===== src/rtl/ee_pkg.sv =====
package ee_pkg;

  typedef enum logic [2:0] {
    ST_IDLE,
    ST_DEV,
    ST_AHI,
    ST_ALO,
    ST_WDAT,
    ST_RDAT,
    ST_RACK
  } ee_state_t;

  localparam logic [6:0] DEV_ID = 7'b1010000;
  localparam logic [3:0] BYTE_BITS = 4'd8;

  // Device byte carries the 7-bit id above the read/write flag.
  function automatic logic dev_match(input logic [7:0] b);
    return b[7:1] == DEV_ID;
  endfunction

  // Step only the low pw bits, keep the page number.
  function automatic logic [15:0] page_next(input logic [15:0] a, input int unsigned pw);
    logic [15:0] m;
    m = (16'h1 << pw) - 16'h1;
    return (a & ~m) | ((a + 16'h1) & m);
  endfunction

  // Step across the whole aw-bit space, wrapping to zero.
  function automatic logic [15:0] seq_next(input logic [15:0] a, input int unsigned aw);
    logic [15:0] m;
    m = (aw >= 16) ? 16'hFFFF : ((16'h1 << aw) - 16'h1);
    return (a + 16'h1) & m;
  endfunction

endpackage


===== src/rtl/ee_bus_events.sv =====
module ee_bus_events (
  input  logic clk,
  input  logic rst_n,
  input  logic scl_i,
  input  logic sda_i,
  output logic start_evt,
  output logic stop_evt,
  output logic rise_evt,
  output logic fall_evt
);
  logic scl_q;
  logic sda_q;

  always_ff @(posedge clk or negedge rst_n) begin
    if (!rst_n) begin
      scl_q <= 1'b1;
      sda_q <= 1'b1;
    end else begin
      scl_q <= scl_i;
      sda_q <= sda_i;
    end
  end

  // SDA edges count as conditions only when SCL is high on both samples.
  assign start_evt = scl_q & scl_i & sda_q & ~sda_i;
  assign stop_evt  = scl_q & scl_i & ~sda_q & sda_i;
  assign rise_evt  = ~scl_q & scl_i;
  assign fall_evt  = scl_q & ~scl_i;
endmodule


===== src/rtl/ee_addr_ptr.sv =====
module ee_addr_ptr #(
  parameter int ADDR_W = 15,
  parameter int PAGE_W = 6
) (
  input  logic              clk,
  input  logic              rst_n,
  input  logic              load_en,
  input  logic [ADDR_W-1:0] load_val,
  input  logic              step_page,
  input  logic              step_seq,
  output logic [ADDR_W-1:0] ptr
);
  import ee_pkg::*;

  always_ff @(posedge clk or negedge rst_n) begin
    if (!rst_n) begin
      ptr <= '0;
    end else if (load_en) begin
      ptr <= load_val;
    end else if (step_page) begin
      ptr <= ADDR_W'(page_next(16'(ptr), PAGE_W));
    end else if (step_seq) begin
      ptr <= ADDR_W'(seq_next(16'(ptr), ADDR_W));
    end
  end
endmodule


===== src/rtl/ser_eeprom_slave.sv =====
module ser_eeprom_slave #(
  parameter int ADDR_W = 15,
  parameter int PAGE_W = 6
) (
  input  logic              clk,
  input  logic              rst_n,
  input  logic              scl_i,
  input  logic              sda_i,
  input  logic              wr_busy,
  output logic              sda_oe,
  output logic [ADDR_W-1:0] mem_rd_addr,
  input  logic [7:0]        mem_rd_data,
  output logic              wr_valid,
  output logic [ADDR_W-1:0] wr_addr,
  output logic [7:0]        wr_data
);
  import ee_pkg::*;

  ee_state_t         state_q;
  logic [3:0]        bit_cnt_q;
  logic              ack_slot_q;
  logic [7:0]        rx_sh_q;
  logic [7:0]        tx_sh_q;
  logic [7:0]        hi_q;
  logic              rw_q;
  logic              macked_q;
  logic [ADDR_W-1:0] ptr;

  // Named internal events, also watched by the checker.
  logic start_evt, stop_evt, rise_evt, fall_evt;
  logic rx_state, byte_eval, dev_eval, dev_hit, ack_end, tx_done;
  logic load_en, step_page;
  logic [ADDR_W-1:0] load_val;

  ee_bus_events u_events (
    .clk      (clk),
    .rst_n    (rst_n),
    .scl_i    (scl_i),
    .sda_i    (sda_i),
    .start_evt(start_evt),
    .stop_evt (stop_evt),
    .rise_evt (rise_evt),
    .fall_evt (fall_evt)
  );

  assign rx_state  = (state_q == ST_DEV) || (state_q == ST_AHI) ||
                     (state_q == ST_ALO) || (state_q == ST_WDAT);
  assign byte_eval = rx_state && fall_evt && (bit_cnt_q == BYTE_BITS) && !ack_slot_q;
  assign dev_eval  = byte_eval && (state_q == ST_DEV);
  assign dev_hit   = dev_match(rx_sh_q) && !wr_busy;
  assign ack_end   = rx_state && fall_evt && ack_slot_q;
  assign tx_done   = (state_q == ST_RDAT) && fall_evt && (bit_cnt_q == BYTE_BITS);
  assign load_en   = byte_eval && (state_q == ST_ALO);
  assign step_page = byte_eval && (state_q == ST_WDAT);
  assign load_val  = ADDR_W'({hi_q, rx_sh_q});

  ee_addr_ptr #(.ADDR_W(ADDR_W), .PAGE_W(PAGE_W)) u_ptr (
    .clk      (clk),
    .rst_n    (rst_n),
    .load_en  (load_en),
    .load_val (load_val),
    .step_page(step_page),
    .step_seq (tx_done),
    .ptr      (ptr)
  );

  assign mem_rd_addr = ptr;

  always_ff @(posedge clk or negedge rst_n) begin
    if (!rst_n) begin
      wr_valid <= 1'b0;
      wr_addr  <= '0;
      wr_data  <= '0;
    end else begin
      wr_valid <= step_page;
      if (step_page) begin
        wr_addr <= ptr;
        wr_data <= rx_sh_q;
      end
    end
  end

  always_ff @(posedge clk or negedge rst_n) begin
    if (!rst_n) begin
      state_q    <= ST_IDLE;
      bit_cnt_q  <= '0;
      ack_slot_q <= 1'b0;
      rx_sh_q    <= '0;
      tx_sh_q    <= '0;
      hi_q       <= '0;
      rw_q       <= 1'b0;
      macked_q   <= 1'b0;
      sda_oe     <= 1'b0;
    end else if (start_evt) begin
      state_q    <= ST_DEV;
      bit_cnt_q  <= '0;
      ack_slot_q <= 1'b0;
      sda_oe     <= 1'b0;
    end else if (stop_evt) begin
      state_q    <= ST_IDLE;
      bit_cnt_q  <= '0;
      ack_slot_q <= 1'b0;
      sda_oe     <= 1'b0;
    end else begin
      unique case (state_q)
        ST_DEV, ST_AHI, ST_ALO, ST_WDAT: begin
          if (rise_evt && !ack_slot_q && (bit_cnt_q < BYTE_BITS)) begin
            rx_sh_q   <= {rx_sh_q[6:0], sda_i};
            bit_cnt_q <= bit_cnt_q + 4'd1;
          end else if (byte_eval) begin
            if ((state_q == ST_DEV) && !dev_hit) begin
              state_q   <= ST_IDLE;
              bit_cnt_q <= '0;
              sda_oe    <= 1'b0;
            end else begin
              ack_slot_q <= 1'b1;
              sda_oe     <= 1'b1;
              if (state_q == ST_DEV) rw_q <= rx_sh_q[0];
              if (state_q == ST_AHI) hi_q <= rx_sh_q;
            end
          end else if (ack_end) begin
            ack_slot_q <= 1'b0;
            bit_cnt_q  <= '0;
            sda_oe     <= 1'b0;
            unique case (state_q)
              ST_DEV: begin
                if (rw_q) begin
                  state_q <= ST_RDAT;
                  tx_sh_q <= mem_rd_data;
                  sda_oe  <= ~mem_rd_data[7];
                end else begin
                  state_q <= ST_AHI;
                end
              end
              ST_AHI:  state_q <= ST_ALO;
              default: state_q <= ST_WDAT;
            endcase
          end
        end
        ST_RDAT: begin
          if (rise_evt && (bit_cnt_q < BYTE_BITS)) begin
            bit_cnt_q <= bit_cnt_q + 4'd1;
          end else if (fall_evt) begin
            if (bit_cnt_q == BYTE_BITS) begin
              sda_oe  <= 1'b0;
              state_q <= ST_RACK;
            end else if (bit_cnt_q != 4'd0) begin
              tx_sh_q <= {tx_sh_q[6:0], 1'b0};
              sda_oe  <= ~tx_sh_q[6];
            end
          end
        end
        ST_RACK: begin
          if (rise_evt) begin
            macked_q <= ~sda_i;
          end else if (fall_evt) begin
            bit_cnt_q <= '0;
            if (macked_q) begin
              state_q <= ST_RDAT;
              tx_sh_q <= mem_rd_data;
              sda_oe  <= ~mem_rd_data[7];
            end else begin
              state_q <= ST_IDLE;
            end
          end
        end
        default: ;
      endcase
    end
  end
endmodule


===== config.mk =====
export PLATFORM = sky130hd
export DESIGN_NAME = ser_eeprom_slave
export DESIGN_NICKNAME = d
export VERILOG_FILES = /design/src/rtl/ee_pkg.sv /design/src/rtl/ee_bus_events.sv /design/src/rtl/ee_addr_ptr.sv /design/src/rtl/ser_eeprom_slave.sv
export SDC_FILE = /design/constraint.sdc
export NUM_CORES = 1
export LEC_CHECK = 0
export BUFFER_PORTS_ARGS = -buffer_cell sky130_fd_sc_hd__buf_2
export CORE_ASPECT_RATIO = 0.5
export CORE_UTILIZATION = 55
export CTS_CLUSTER_DIAMETER = 150
export CTS_CLUSTER_SIZE = 30
export DETAILED_ROUTE_END_ITERATION = 8
export PLACE_DENSITY = 0.75
export SLEW_MARGIN = 20
export SYNTH_ARGS = -nofsm -noshare
export SYNTH_HDL_FRONTEND = slang
export SYNTH_SLANG_ARGS = --single-unit

===== constraint.sdc =====
create_clock -name clk -period 4.9 [get_ports clk]
set_input_delay 0.49 -clock clk [delete_from_list [all_inputs] [get_ports clk]]
set_output_delay 0.49 -clock clk [all_outputs]
set_load 0.01 [all_outputs]

### Yosys cells after proc, flatten, opt, wreduce, memory -nomap -nowiden

Index checks and enable logic that the tools add are counted.

* eq/ne operators: 35
* add/sub/neg operators: 2
* bitwise logic cells: 18
* mux-type cells: 64
* reduce and logical (&&, ||, !) cells: 35
* magnitude comparators: 1

Operators by type and width (number)
* 7-bit 2-to-1 mux: 12
* 15-bit 2-to-1 mux: 3
* 3-bit 2-to-1 mux: 13
* 4-bit 2-to-1 mux: 9
* 4-bit != test (second input constant): 7
* 1-bit 2-to-1 mux: 22
* 2-bit != test (second input constant): 11
* 7-bit one-hot mux with 3 select lines: 1
* 9-bit AND reduction: 2
* 15-bit by 1-bit adder with 15-bit output (second input constant): 1
* 15-bit by 6-bit OR with 15-bit output: 1
* 15-bit AND reduction: 1
* 7-bit AND reduction: 2
* 1-bit logical AND: 13
* 6-bit != test (second input constant): 2
* 4-bit one-hot mux with 3 select lines: 1
* 4-bit AND reduction: 3
* 5-bit != test (second input constant): 2
* 1-bit inverter: 10
* 3-bit equality test (second input constant): 3
* 3-bit one-hot mux with 3 select lines: 1
* 3-bit nonzero test: 3
* 4-bit by 3-bit != test with 1-bit output (second input constant): 2
* 4-bit nonzero test: 2
* 17 further kinds: 28

* register bits after elaboration: 74
* output and inout bits: 40

### Depth between registers and ports, before layout

Gate-level depths: netlist of the first run.

* depth in word-level cells: 12
* depth in mapped cells: 10
* gate-level depth less buffers: 8

### Modules after synthesis

From an unflattened synthesis of the first run, not the netlist that was laid out.

* cells, all modules: 351
* area total of the unflattened synthesis: 3827.4 µm²

Modules (own cells, without submodules)
* ser_eeprom_slave: times used 1, sequential area each 1426.4 µm², area an instance 2811.4 µm², cells each 252
* ee_addr_ptr: times used 1, sequential area each 375.4 µm², area an instance 928.4 µm², cells each 93
* ee_bus_events: times used 1, sequential area each 52.6 µm², area an instance 87.6 µm², cells each 6

### Worst setup path before layout of the first run

OpenSTA, ideal clock, no wires.

* path type: reg2reg
* from: reg bit_cnt_q[0]
* to: reg u_ptr.ptr[4]
* required time: 4763 ps
* data arrival time: 1840 ps
* clock period less this slack: 1977 ps
* setup time: 137 ps
* setup slack: 2923 ps
* path buffers: 2
* cell stages (with the launch flop): 10
* path through: dfrtp_1 -> inv_1 -> ha_1 -> nand3b_2 -> or3_4 -> or2_1 -> buf_2 -> buf_6 -> o21ai_0 -> a21oi_1

* longest elaborated chain between the ends: 6
* elaborated cells on any way between the ends: 9
* classes of those cells: 1 x eq/ne; 2 x mux; 6 x reduce/logical

Ends and longest elaborated chain
* start, declared: RTL line ser_eeprom_slave.sv:20 `logic [3:0] bit_cnt_q;`
* start signal, assigned: RTL line ser_eeprom_slave.sv:109 `bit_cnt_q <= bit_cnt_q + 4'd1;`
* start signal, assigned: RTL line ser_eeprom_slave.sv:142 `bit_cnt_q <= bit_cnt_q + 4'd1;`
* 4-bit equality test *: RTL line ser_eeprom_slave.sv:48, ser_eeprom_slave.sv:52
* 1-bit logical AND (2 in series): RTL line ser_eeprom_slave.sv:48 `assign byte_eval = rx_state && fall_evt && (bit_cnt_q == BYTE_BITS) && !ack_slot_q;`
* 1-bit logical AND: RTL line ser_eeprom_slave.sv:54 `assign step_page = byte_eval && (state_q == ST_WDAT);`
* 15-bit 2-to-1 mux: RTL line ee_addr_ptr.sv:20 `end else if (step_page) begin`
* 15-bit 2-to-1 mux: RTL line ee_addr_ptr.sv:18 `end else if (load_en) begin`
* end signal, assigned: RTL line ee_addr_ptr.sv:19 `ptr <= load_val;`
* end signal, assigned: RTL line ee_addr_ptr.sv:21 `ptr <= ADDR_W'(page_next(16'(ptr), PAGE_W));`
* end signal, assigned: RTL line ee_addr_ptr.sv:23 `ptr <= ADDR_W'(seq_next(16'(ptr), ADDR_W));`
* end, declared: RTL line ee_addr_ptr.sv:11 `output logic [ADDR_W-1:0] ptr`

Mark *: on every way between the ends. The rest lies on a longest branch, timed or not.
A chain may end at the register's enable or synchronous reset.

### Final worst setup path of the first run

* from: reg bit_cnt_q[0]
* to: reg u_ptr.ptr[13]

Same word-level chain as after synthesis.

==> results of run 1 <==
layout by cell type, fill, tap and decap left out, drive strengths merged, types with 7 or more instances in the layout:
| cell | count |
|---|---|
| dfrtp | 72 |
| buf | 53 |
| nand2 | 44 |
| o21ai | 39 |
| mux2 | 33 |
| a21oi | 18 |
| nor2 | 15 |
| nand3 | 14 |
| inv | 12 |
| clkbuf | 9 |
| mux2i | 7 |
| nor3 | 7 |
| nand3b | 7 |
state kept, by name (all words and copies together) (netlist names), 3 cells and up:
register and cells:
bit_cnt_q 4, hi_q 7, rx_sh_q 8, state_q 3
tx_sh_q 7, u_ptr.ptr 15, wr_addr 15, wr_data 8
metrics by stage:
step                instance area (sq um)  std cells  hold WS, ns  power (uW)  setup slack, ns
floorplan                            3730        357        0.194        1200             2.92
global placement                     4030        484        0.455        1310             2.54
detailed placement                   4030        484        0.457        1340             2.28
CTS                                  4310        500        0.290        1950             2.35
global route                         4310        500        0.228        2050             2.16
finish                               4310        500        0.177        1950             2.42
worst register-to-register path: stages, from the launching register on:
cell and delay [ns]:
dfrtp_1 0.42, inv_1 0.08, ha_1 0.19, nand3b_2 0.14, or3_4 0.43, nor2_1 0.71, a22oi_1 0.23, o21ai_0 0.20
per-layer routing:
metal | global-route usage [%] | wire [um]
met5 | 0 | 0
met2 | 44.6 | 4070
met1 | 33.1 | 3910
met4 | 9.22 | 122
met3 | 6.87 | 550
cell families after synthesis:
logic type / synth area share, %
compound gates: 15.5
fa+ha+maj: 1.01
buf+inv: 3.12
flops: 49.7
xor+xnor: 1.64
simple gates: 17.2
mux: 11.8
cell usage after synthesis (5+ instances only):
cell,instances
nand2_1,44
nand3_1,13
nand4_1,5
mux2_2,33
mux2i_1,7
nand3b_1,5
inv_1,10
nor2_1,13
nor3_1,6
o21ai_0,37
dfrtp_1,72
buf_2,9
a21oi_1,18
cell type report:
| type | instances | share of cell area (%) |
|---|---|---|
| timing repair buffer | 53 | 6.27 |
| clock buffer | 9 | 5.22 |
| clock inverter | 7 | 1.25 |
| inverter | 10 | 0.871 |
| sequential | 74 | 43.0 |
| multi-input combinational | 259 | 40.8 |
| tap | 88 | 2.55 |
power by group through the flow:
stage	clock, uW	combinational, uW	sequential, uW
floorplan	0	419	776
CTS	622	489	843
detailed placement	0	488	853
global route	650	539	860
finish	614	491	846
global placement	0	463	849
worst paths after layout:
kind / to / slack (ns) / depth (start not counted)
hold / removal: u_ptr.ptr[11] / 0.18 / 1
setup reg to reg: u_ptr.ptr[13] / 2.42 / 7
hold reg to reg: wr_data[0] / 0.47 / 2
max in group asynchronous: u_events.sda_q / 3.90 / 2
setup / recovery: u_ptr.ptr[13] / 2.42 / 7
min in group clk: u_events.sda_q / 0.30 / 1
==> metrics.txt, run 1 <==
WP buf/inv 1; Setup Viol. Count Final 0; Pwr Density roughly 450 mW/mm^2; Chip Width 118 um; gr ovfl total 0; top cells by area, synth dfrtp_1 48%, mux2_2 10%, o21ai_0 5.0%; CP top delay family simple AND/OR/NAND/NOR gates; wire length per cell ~17 um; TNS Setup 0 ns; Die Span Y approximately 60 um; Synth cell types 58; cell accounting for the most synthesized area dfrtp_1; Setup Fix Bufs, Post-CTS 0; crit path launch type flip-flop; first-pass GRT wire length ~14000 um; Critical Path RT approximately 5.2 ns; top-area cell type share of the netlist area just under 50%; Layout Nets 423; NetSw just under 700 uW; RSZ-0062 raised after global routing false; total CTS buffers 9; fin crit period around 2.5 ns; synthesized area per cell between 10 and 15 sq um; yosys warns 0; Clock Sinks 74; Synth Flop Type dfrtp_1; Cells after Synth about 360; Hold Path Class input port to async pin; clock group share of total power approximately a third; Reg clk slew, reported paths ~0.060 ns; sequential power share about 43%; Routability Congestion 0.939; Hold-fix buffers, CTS 0; number of synthesized flops with an enable pin 0; H-tree Lvls 3; period utilization 50.7%; All-Layer GR Usage a little over a quarter; Final Hold Fails 0; share of layout cells above drive strength 1 approximately 28%; CP max-delay cell nor2_1; switching share of power between 30% and 40%; peak fanout along the critical path 15; input/output buffers 52; Setup CP Type flip-flop to flip-flop; internal power roughly 1300 uW; Syn Nets about 370; Relative slew margins 39.6%; max_cap viols 0; clock skew roughly 0.0059 ns; vias per std cell approximately 6.0; Comb pwr share 25.2%; largest net degree at the start of global routing around 50; Starting Density between 50% and 60%; detailed placer's ending HPWL a little over 6000 um; crit-path max cell delay around 0.71 ns; status finished clean; Area Overhead vs Synth 15.6%; Seq/Total Area, Yosys roughly 50%; Setup crit end kind flip-flop; Worst Tran Pin Value roughly 0.9 ns; 1st-iter DRT viols 258; flip-flop and latch count after synthesis between 70 and 80; clock root buffer clkbuf_16; vias in the first global route around 2800; ANT cells 0; Mapped Area 0.00373 sq mm; Crit. Startpoint bit_cnt_q[0]; Async SR Flop Fraction 100%; fill count 500; reg-to-reg startpoint bit_cnt_q[0]; router iterations before antenna repair 4; clock latency on the worst-skew pair 0.34 ns; clock buffer depth 2; CP arrival about 2.7 ns; drc violations 0; upper clock frequency limit ~0.40 GHz; Post-CTS Resized 0; TritonCTS clock tree yes; IR drop worst, VDD ~0.00023 V; Ports between 50 and 60; die area 0.00714 sq mm; Post-DRT Antenna Nets 0; routed wire length a little under 9000 um; Register Area approximately 0.0019 sq mm; row cnt 20; total number of vias slightly above 3000; antenna violations before repair 0; fin util between 60% and 70%; leakage power 0.00210 uW; cells along the critical path inv_1, ha_1, nand3b_2, or3_4, nor2_1, a22oi_1, o21ai_0; multi-input logic area around 0.0018 sq mm; Core ar. 0.00631 sq mm; Slew Limit Fails 0
Power figures use the tool's default switching activity.
==> inputs of run 2 (changes only) <==
ABC_AREA = 1   (was default)
clock period = 2.38 ns   (was 4.9 ns; I/O delays follow)
==> run 2 against run 1 <==
Compared with the run above:
- critical path depth up 4
- fmax up 22%
- first-iteration DRC count up 13%
- worst hold slack worse by 0.15 ns
- setup slack worse by 2.1 ns
- synthesized cell count up 45%
- count of clock-buffer cells in the layout up 2
- critical path type unchanged
- largest power group unchanged
==> metrics.txt, run 2 <==
drc violations 0 (unchanged); Comb pwr share 26.7% (+1.5 points); Setup Viol. Count Final 0 (unchanged); status finished clean; fin util 67.3% (-1.1 points); Die Span Y 61.8 um (+2.6%); wire length per cell 13.5 um (-22%); router iterations before antenna repair 5 (+1); NetSw 1420 uW (+110%); fill count 611 (+22%); cell accounting for the most synthesized area dfrtp_1; reg-to-reg startpoint bit_cnt_q[0]; number of synthesized flops with an enable pin 0 (unchanged); clock buffer depth 2 (unchanged); upper clock frequency limit 0.492 GHz (+22%); internal power 2700 uW (+110%); Setup Fix Bufs, Post-CTS 0 (unchanged); H-tree Lvls 3 (unchanged); TritonCTS clock tree yes; TNS Setup 0 ns (unchanged); top cells by area, synth dfrtp_1 46%, nand2_1 16%, inv_1 5.5%; Reg clk slew, reported paths 0.05 ns (about the same); most frequent cell after synthesis nand2_1; reg2reg path depth 11 (+4); All-Layer GR Usage 26.2% (+0.036 points); Pwr Density 900 mW/mm^2 (+99%); share of layout cells above drive strength 1 16.3% (-12 points); Area Overhead vs Synth 16.2%; Ports 53 (unchanged); commonest non-fill, non-tap cell in the layout nand2_1; Worst R2R End u_ptr.ptr[4]; total power 4120 uW (+110%); vias per std cell 5.22 (-14%); Setup crit end kind flip-flop; Chip Width 122 um (+2.7%); RSZ-0062 raised after global routing false; Hold Crit Depth 1; IR drop worst, VDD 0.000557 V (+140%); clock skew 0.00625 ns (+0.000306 ns); peak fanout along the critical path 17 (+2); routed wire length 9010 um (+4.1%); sequential power share 38.6% (-4.8 points); fin crit period 2.03 ns (-0.452 ns); min-delay src sda_i; top-area cell type share of the netlist area 45.8% (-2.5 points); Mapped Area 0.00394 sq mm (+5.5%); largest family of logic cells by synthesized area simple AND/OR/NAND/NOR gates; largest net degree at the start of global routing 46 (-9.8%); switching share of power 34.5% (-0.90 points); Setup CP Type flip-flop to flip-flop; Post-Synth XOR/XNOR Area 1.11% (-0.53 points); crit path launch type flip-flop; simple-gate area share of the yosys netlist 28.6% (+11 points); first-pass GRT wire length 14800 um (+6.1%); leakage power 0.00246 uW (+18%); Critical Path RT 2.60 ns (-2.56 ns); Core ar. 0.00681 sq mm (+7.9%); detailed placer's ending HPWL 6500 um (+6.4%); Post-DRT Antenna Nets 0 (unchanged); total number of vias 3493 (+16%); vias in the first global route 3104 (+9.2%); biggest regs u_ptr.ptr x15, wr_addr x15; post-synthesis mux area share 1.53% (-10 points); compound-gate portion of the synthesized area 12.2% (-3.3 points); total CTS buffers 9 (unchanged); antenna violations before repair 0 (unchanged); clock group share of total power 34.7% (+3.2 points); Syn Nets 533 (+43%); Synth Flop Type dfrtp_1; CP max-delay cell dfrtp_1; flip-flop and latch count after synthesis 74 (unchanged); CP arrival 2.26 ns (-0.48 ns); R2R setup slack 0.35 ns (-2.07 ns); Seq/Total Area, Yosys 47.1% (-2.6 points); cell mode on critical path inv_1; period utilization 85.4% (+35 points); Cells after Synth 517 (+45%); input/output buffers 52 (unchanged); gr ovfl total 0 (unchanged); clock root buffer clkbuf_16; synthesized area per cell 7.62 sq um (-27%); Slew Limit Fails 0 (unchanged); clock latency on the worst-skew pair 0.34 ns (about the same); Adder-Cell Fraction of Synth Area 0.953% (-0.053 points); hold path endpoint u_events.sda_q; Routability Congestion 0.925 (-1.5%); Worst Tran Pin Value 0.586 ns (-0.317 ns); cells along the critical path inv_1, ha_1, nand3_1, nor2_1, nand3_4, inv_4, nand2_4, nand2_2, inv_1, nand2_1, a21oi_1; 1st-iter DRT viols 292 (+13%); Synth cell types 33 (-43%); Relative slew margins 61.0% (+21 points); Starting Density 57.9% (-1.3 points); row cnt 21 (+5.0%); ANT cells 0 (unchanged); yosys warns 0 (unchanged); Final Hold Fails 0 (unchanged); Hold Path Class input port to flip-flop; Async SR Flop Fraction 100% (unchanged); Synth top cells by count 172 x nand2_1, 72 x dfrtp_1, 58 x inv_1; die area 0.00752 sq mm (+5.4%); WP buf/inv 3 (+2); CP top delay family simple AND/OR/NAND/NOR gates; Layout Nets 588 (+39%); Clock Sinks 74 (unchanged); crit-path max cell delay 0.41 ns (-0.30 ns); max_cap viols 0 (unchanged); most frequent cells in the layout 172 x nand2_1, 72 x dfrtp_1, 58 x inv_1
-- run 2: changes by cell type after synthesis, moves of 5 or more --
cell	previous run	this run
a21oi_1	18	7
buf_2	9	4
inv_1	10	58
mux2_2	33	0
nand2_1	44	172
nand3_1	13	33
nor2_1	13	44
o21ai_1	2	22
o21ai_2	0	10
-- run 2: how the worst max path moves through the flow --
stage	from	end	slack, ns	depth (start not counted)
2_1_floorplan	bit_cnt_q[0]	wr_data[1]	0.65	11
3_3_place_gp	bit_cnt_q[0]	u_ptr.ptr[4]	0.40	11
3_5_place_dp	bit_cnt_q[0]	u_ptr.ptr[2]	0.35	11
4_1_cts	bit_cnt_q[0]	u_ptr.ptr[4]	0.35	11
5_1_grt	bit_cnt_q[0]	u_ptr.ptr[4]	0.14	11
6_report	bit_cnt_q[0]	u_ptr.ptr[4]	0.35	11
-- run 2: logic make-up (layout without fill, tap and decap cells) --
group,count (synthesis),after routing
buf+inv,74,134
mux,6,6
compound gates,86,86
xor+xnor,5,5
fa+ha+maj,3,3
simple gates,269,269
flops,74,74
-- run 2: power by group through the flow --
stage          logic, uW  clock network [uW]  registers [uW]
2_1_floorplan        831                   0            1580
3_3_place_gp        1080                   0            1600
3_5_place_dp        1090                   0            1610
5_1_grt             1270                1500            1620
4_1_cts             1110                1450            1590
6_report            1100                1430            1590
-- run 2: stage by stage --
step           instances  hold WS (ns)  cell area, sq um  worst slack, ns
4_1_cts              669        0.0223              4580            0.348
2_1_floorplan        517       -0.0576              3940            0.654
5_1_grt              669        0.0326              4580            0.141
6_report             669        0.0294              4580            0.348
3_3_place_gp         652         0.281              4260            0.402
3_5_place_dp         652         0.282              4260            0.351
-- run 2: layer usage --
layer	vias up	track usage (%)	share of wire, %	routed length [um]
met3	8	6.75	5.1	458
met5	-	0	0	0
met1	1636	35.3	48	4310
li1	1764	-	-	-
met4	0	8.11	1.1	102
met2	85	42.5	46	4140
-- run 2: layout make-up --
class                           instances  area [sq um]  share of cell area, %
Inverter                               61           231                   5.06
Multi-Input combinational cell        369          1750                   38.2
Clock inverter                          5          78.8                   1.72
Clock buffer                           11           233                   5.08
Tap cell                               92           115                   2.52
Sequential cell                        74          1850                   40.5
Timing Repair Buffer                   57           315                   6.89
-- run 2: what timing repair did --
action | in CTS | in global routing
hold endpoints to repair | 42 | 0
hold buffers | 1 | 0
resized for setup | 0 | 0
